<file path="config.mk">
export PLATFORM = sky130hd
export DESIGN_NAME = fll_lock_tracker
export DESIGN_NICKNAME = d
export VERILOG_FILES = /design/src/rtl/fll_lock_pkg.sv /design/src/rtl/lock_debounce.sv /design/src/rtl/lol_classifier.sv /design/src/rtl/lol_flag.sv /design/src/rtl/fll_lock_tracker.sv
export SDC_FILE = /design/constraint.sdc
export NUM_CORES = 1
export LEC_CHECK = 0
export CAP_MARGIN = 5
export CORE_AREA = 2 2 39 41
export CTS_CLUSTER_SIZE = 30
export DETAILED_ROUTE_END_ITERATION = 12
export DIE_AREA = 0 0 41 43
export HOLD_SLACK_MARGIN = 0.1
export SLEW_MARGIN = 20
export SYNTH_ARGS = -nofsm -noshare
export SYNTH_HDL_FRONTEND = slang
export SYNTH_HIERARCHICAL = 1
export SYNTH_SLANG_ARGS = --single-unit
</file>
<file path="constraint.sdc">
create_clock -name clk -period 2.17 [get_ports clk]
set_clock_uncertainty 0.2 [all_clocks]
set_input_delay 0.434 -clock clk [delete_from_list [all_inputs] [get_ports clk]]
set_output_delay 0.434 -clock clk [all_outputs]
set_load 0.005 [all_outputs]
</file>
<file path="src/rtl/fll_lock_pkg.sv">
`timescale 1ns/1ps
package fll_lock_pkg;

   typedef enum logic [2:0] {
      MODE_OFF     = 3'd0,
      MODE_SELF    = 3'd1,
      MODE_FLL_INT = 3'd2,
      MODE_BYP_EXT = 3'd3,
      MODE_FLL_EXT = 3'd4
   } clk_mode_e;

   function automatic logic fll_engaged(input clk_mode_e m);
      return (m == MODE_FLL_INT) || (m == MODE_FLL_EXT);
   endfunction

endpackage

</file>
<file path="src/rtl/lock_debounce.sv">
`timescale 1ns/1ps
module lock_debounce #(
   parameter int LOCK_CNT = 4
) (
   input  logic clk,
   input  logic rst_n,
   input  logic raw_i,
   input  logic drop_i,
   output logic lock_o
);

   logic lock_q;

   initial begin
      assert (LOCK_CNT >= 1) else $error("LOCK_CNT must be at least 1");
   end

   generate
      if (LOCK_CNT == 1) begin : g_direct
         always_ff @(posedge clk or negedge rst_n) begin
            if (!rst_n) lock_q <= 1'b0;
            else        lock_q <= raw_i & ~drop_i;
         end
      end else begin : g_count
         localparam int CW = $clog2(LOCK_CNT);
         localparam logic [CW-1:0] LAST = CW'(LOCK_CNT - 1);
         logic [CW-1:0] cnt_q;
         always_ff @(posedge clk or negedge rst_n) begin
            if (!rst_n) begin
               cnt_q  <= '0;
               lock_q <= 1'b0;
            end else if (!raw_i || drop_i) begin
               cnt_q  <= '0;
               lock_q <= 1'b0;
            end else if (!lock_q) begin
               if (cnt_q == LAST) lock_q <= 1'b1;
               else               cnt_q  <= cnt_q + 1'b1;
            end
         end
      end
   endgenerate

   assign lock_o = lock_q;

   // a rising lock needs a clean sample in the cycle before
   a_r2_rise_needs_raw: assert property (@(posedge clk) disable iff (!rst_n)
      $rose(lock_q) |-> ($past(raw_i) && !$past(drop_i)));

   // any low sample or drop cause clears lock at the next edge
   a_r2_low_clears: assert property (@(posedge clk) disable iff (!rst_n)
      (!raw_i || drop_i) |=> !lock_q);

endmodule

</file>
<file path="src/rtl/lol_classifier.sv">
`timescale 1ns/1ps
module lol_classifier
   import fll_lock_pkg::*;
(
   input  logic      clk,
   input  logic      rst_n,
   input  clk_mode_e mode_i,
   input  logic      lock_i,
   input  logic      raw_i,
   input  logic      mult_chg_i,
   input  logic      csel_chg_i,
   input  logic      trim_chg_i,
   input  logic      loc_evt_i,
   input  logic      stop_i,
   input  logic      stop_clk_lost_i,
   output logic      drop_o,
   output logic      set_o
);

   logic expected_loss;
   logic loc_loss;
   logic raw_loss;
   logic stop_loss;
   logic wake;
   logic stop_q;
   logic pend_q;

   assign expected_loss = mult_chg_i | csel_chg_i |
                          (trim_chg_i & (mode_i == MODE_FLL_INT));
   assign loc_loss      = loc_evt_i & fll_engaged(mode_i);
   assign raw_loss      = ~stop_i & lock_i & ~raw_i & ~expected_loss;
   assign stop_loss     = stop_i & stop_clk_lost_i;
   assign wake          = stop_q & ~stop_i;

   always_ff @(posedge clk or negedge rst_n) begin
      if (!rst_n) begin
         stop_q <= 1'b0;
         pend_q <= 1'b0;
      end else begin
         stop_q <= stop_i;
         if (stop_loss && lock_i) pend_q <= 1'b1;
         else if (wake)           pend_q <= 1'b0;
      end
   end

   assign drop_o = expected_loss | loc_loss | stop_loss;
   assign set_o  = loc_loss | raw_loss | (wake & pend_q);

   // no flag set cause from the stop path while still stopped
   a_r7_quiet_in_stop: assert property (@(posedge clk) disable iff (!rst_n)
      (stop_i && !loc_loss && !raw_loss) |-> !set_o);

   // a trim change outside the internal FLL mode is no drop cause
   a_r4_trim_other_modes: assert property (@(posedge clk) disable iff (!rst_n)
      (trim_chg_i && !mult_chg_i && !csel_chg_i && !loc_evt_i && !stop_i &&
       mode_i != MODE_FLL_INT) |-> !drop_o);

endmodule

</file>
<file path="src/rtl/lol_flag.sv">
`timescale 1ns/1ps
module lol_flag (
   input  logic clk,
   input  logic rst_n,
   input  logic set_i,
   input  logic rd_i,
   input  logic clr_wr_i,
   input  logic rst_en_i,
   output logic flag_o,
   output logic irq_o,
   output logic rst_req_o
);

   logic flag_q;
   logic armed_q;

   always_ff @(posedge clk or negedge rst_n) begin
      if (!rst_n) begin
         flag_q  <= 1'b0;
         armed_q <= 1'b0;
      end else begin
         if (set_i)                    flag_q <= 1'b1;
         else if (clr_wr_i && armed_q) flag_q <= 1'b0;
         if (rd_i)          armed_q <= 1'b1;
         else if (clr_wr_i) armed_q <= 1'b0;
      end
   end

   assign flag_o    = flag_q;
   assign irq_o     = flag_q & ~rst_en_i;
   assign rst_req_o = flag_q &  rst_en_i;

   // the flag only falls after an armed clear write with no set
   a_r8_clear_needs_read: assert property (@(posedge clk) disable iff (!rst_n)
      $fell(flag_q) |-> $past(clr_wr_i && armed_q && !set_i));

   // a set cause always leaves the flag high
   a_r8_set_wins: assert property (@(posedge clk) disable iff (!rst_n)
      set_i |=> flag_q);

   // reset request and interrupt request never coexist
   a_r10_reset_overrides: assert property (@(posedge clk) disable iff (!rst_n)
      !(irq_o && rst_req_o));

endmodule

</file>
<file path="src/rtl/fll_lock_tracker.sv">
`timescale 1ns/1ps
module fll_lock_tracker
   import fll_lock_pkg::*;
#(
   parameter int LOCK_CNT = 4
) (
   input  logic       clk,
   input  logic       rst_n,
   input  logic       raw_lock_i,
   input  logic       mult_chg_i,
   input  logic       csel_chg_i,
   input  logic       trim_chg_i,
   input  logic [2:0] mode_i,
   input  logic       stop_i,
   input  logic       stop_clk_lost_i,
   input  logic       loc_evt_i,
   input  logic       stat_rd_i,
   input  logic       flag_clr_wr_i,
   input  logic       lol_rst_en_i,
   output logic       lock_o,
   output logic       lol_flag_o,
   output logic       irq_o,
   output logic       rst_req_o
);

   clk_mode_e mode;
   logic      drop;
   logic      set_evt;

   assign mode = clk_mode_e'(mode_i);

   lock_debounce #(.LOCK_CNT(LOCK_CNT)) u_debounce (
      .clk    (clk),
      .rst_n  (rst_n),
      .raw_i  (raw_lock_i),
      .drop_i (drop),
      .lock_o (lock_o)
   );

   lol_classifier u_classify (
      .clk             (clk),
      .rst_n           (rst_n),
      .mode_i          (mode),
      .lock_i          (lock_o),
      .raw_i           (raw_lock_i),
      .mult_chg_i      (mult_chg_i),
      .csel_chg_i      (csel_chg_i),
      .trim_chg_i      (trim_chg_i),
      .loc_evt_i       (loc_evt_i),
      .stop_i          (stop_i),
      .stop_clk_lost_i (stop_clk_lost_i),
      .drop_o          (drop),
      .set_o           (set_evt)
   );

   lol_flag u_flag (
      .clk       (clk),
      .rst_n     (rst_n),
      .set_i     (set_evt),
      .rd_i      (stat_rd_i),
      .clr_wr_i  (flag_clr_wr_i),
      .rst_en_i  (lol_rst_en_i),
      .flag_o    (lol_flag_o),
      .irq_o     (irq_o),
      .rst_req_o (rst_req_o)
   );

   // multiplier or clock-select change drops the live lock bit
   a_r3_cfg_drops_lock: assert property (@(posedge clk) disable iff (!rst_n)
      (mult_chg_i || csel_chg_i) |=> !lock_o);

   // loss of clock in an FLL-engaged mode raises the sticky flag
   a_r5_loc_sets_flag: assert property (@(posedge clk) disable iff (!rst_n)
      (loc_evt_i && (mode_i == 3'd2 || mode_i == 3'd4)) |=> (lol_flag_o && !lock_o));

   // with the reset enable low no reset is requested
   a_r9_irq_path: assert property (@(posedge clk) disable iff (!rst_n)
      !lol_rst_en_i |-> !rst_req_o);

endmodule

</file>
==> metrics <==
Std-Cell Rows 14; Post-CTS Hold Buffers 0; Remaining DRCs 0; FFs w/ async S/R, synth between 90% and 100%; largest net degree at the start of global routing 9; CTS Root Cell clkbuf_4; Antenna diodes 0; Unique masters post-synth 21; reg2reg end u_flag/flag_o; Die W around 41 um; synthesized area 358 sq um; PD cells about 560 nW/um^2; antenna violations before repair 0; Comb pwr share 21.4%; Relative slew margins 76.4%; Starting Density around a quarter; Leak Pwr between 0.2 and 0.3 nW; setup_tns 0 ns; Power, Total between 0.3 and 0.4 mW; port bufs 18; number of flops mapped to enable cells by yosys 0; RR Startpoint u_debounce/lock_o; R2R Setup Slk 0.66 ns; GRT overflow 0; commonest non-fill, non-tap cell in the layout clkdlybuf4s50_1; Hold Fails Final Rpt 0; dpl hpwl 595 um; Mean Syn Cell Area a little under 10 sq um; Mapped Nets 52; Sw Share a little over a fifth; post-synth top area cell dfrtp_1; CTS tree built; vias post-DR roughly 340; P_int between 0.2 and 0.3 mW; clock-pin slew on the worst setup and hold paths around 0.050 ns; routed length per instance roughly 10 um; worst reg-to-reg path cell count 4; CP bufs+invs 1; switching power 0.0685 mW; RSZ-0062 raised after global routing no; Crit Path Class reg -> out; crit path max-delay cell type clkdlybuf4s50_1; max capacitance violation total 0; vias in the first global route between 300 and 400; maximum clock path buffer count 2; Sink Count 7; Flop pwr share between 40 and 50%; status finished, final reports clean; worst slew pin tran 0.346 ns; Area Growth Syn to Fin 64.7%; Worst path top cell family by delay buffers and inverters; first-pass GRT wire length 1.39 mm; post-synth top area share about half; Final GP Congestion around 0.70; critical path depth 1; Worst Hold Class in -> async; DRT Pass-1 Iters 2; H-tree Lvls 1; GRT Total Usage about 12%; Clk Latency, worst-skew pair approximately 0.24 ns; critical path arrival 1.23 ns; die area 1760 sq um; fmax 537 MHz; initial DRC count 2; Tmin final ~1.9 ns; Vias/cell 4.64; IO Count 19; ANT nets after route 0; Max Slew Vio Count 0; die height between 40 and 50 um; clock share of power between 30% and 40%; crit-path max cell delay between 0.5 and 0.6 ns; fin crit share 85.8%; Synth area leaders dfrtp_1 49%, a21oi_1 4.2%, a21o_1 4.2%, ha_1 3.5%, inv_1 3.1%; Fill cells 140; Main synth FF type dfrtp_1; WL final 749 um; Worst setup SP type flop; register area share after synthesis 49.0%; CTS buffer count 3; Setup-failing EPs final 0; synthesized instance count 36; crit-path max FO 8; crit path capture lock_o; core area roughly 1400 sq um; Crit path required time roughly 1.5 ns; critical-path cell list clkdlybuf4s50_1; worst-case vdd ir drop 0.196 mV; CP Capture Type output pin; fraction of layout cells with a size suffix above 1 under 10%; Final nets 75; commonest non-fill, non-tap cells in the layout 16 x clkdlybuf4s50_1, 7 x dfrtp_1; Synth Warn # 6; flop and latch count out of synthesis 7; Crit. Startpoint u_debounce/lock_o
## repair_timing
| item | in CTS | in global routing |
|---|---|---|
| gates resized for setup | 0 | 2 |
| setup endpoints to repair | 0 | 2 |
| setup buffers | 0 | 0 |
## metal layers
metal  up-vias  routed length [um]  global-route usage, %  part of all wire, %
met5         -                   0                      0                    0
met1       152                 325                   12.5                   43
met2        16                 338                   17.8                   45
met4         0                   0                   10.0                    0
met3         0                  84                   5.24                   11
li1        175                   -                      -                    -
## cells in the mapped netlist, types with 2 or more instances
| master | instances |
|---|---|
| nor2_1 | 2 |
| o21ai_0 | 2 |
| a21oi_1 | 3 |
| dfrtp_1 | 7 |
| a21o_1 | 2 |
| inv_1 | 3 |
| nand2_1 | 3 |
## per-stage QoR
step,hold slack (ns),cells,area [sq um],setup slack [ns],util [%]
floorplan,-0.0616,36,358,0.672,-
global placement,0.257,70,558,0.0332,40.3
detailed placement,0.280,70,558,0.0232,40.3
CTS,0.260,74,584,0.0186,42.2
global route,0.285,74,589,0.228,42.6
finish,0.254,74,589,0.308,42.6
## sequential cells by signal (all words and copies together), names as in the netlist
signal and flops:
u_debounce/g_count.cnt_q 2, u_classify/pend_q 1, u_classify/stop_q 1, u_debounce/lock_o 1, u_flag/armed_q 1, u_flag/flag_o 1
## cell families after synthesis
group	after synthesis	share of synthesized area (%)
buffers and inverters	3	3.15
adders and majority gates	1	3.50
AOI/OAI and AO/OA	11	19.6
xor gates and xnor gates	1	2.45
and+or+nand+nor	13	22.4
DFF	7	49.0
## worst min-delay path by stage
stage | from | endpoint | depth (start not counted)
detailed placement | u_classify/stop_q | u_classify/pend_q | 1
global route | rst_n | u_debounce/g_count.cnt_q[1] | 1
finish | rst_n | u_debounce/g_count.cnt_q[0] | 1
CTS | rst_n | u_debounce/g_count.cnt_q[0] | 1
floorplan | rst_n | u_classify/pend_q | 0
global placement | u_classify/stop_q | u_classify/pend_q | 1
## power by group through the flow
stage	clock network (mW)	logic, mW	registers [mW]
floorplan	0	0.0230	0.149
global placement	0	0.0709	0.150
detailed placement	0	0.0716	0.150
CTS	0.114	0.0719	0.148
global route	0.126	0.0791	0.149
finish	0.110	0.0699	0.148
## layout make-up
class	count	area [sq um]	share of cell area, %
clock buffers	4	26.3	4.46
inverters	3	11.3	1.91
multi-input cells	26	171	29.1
flip-flops and latches	7	175	29.7
well taps	16	20.0	3.40
repair buffers	18	185	31.4
Power figures use the tool's default switching activity.
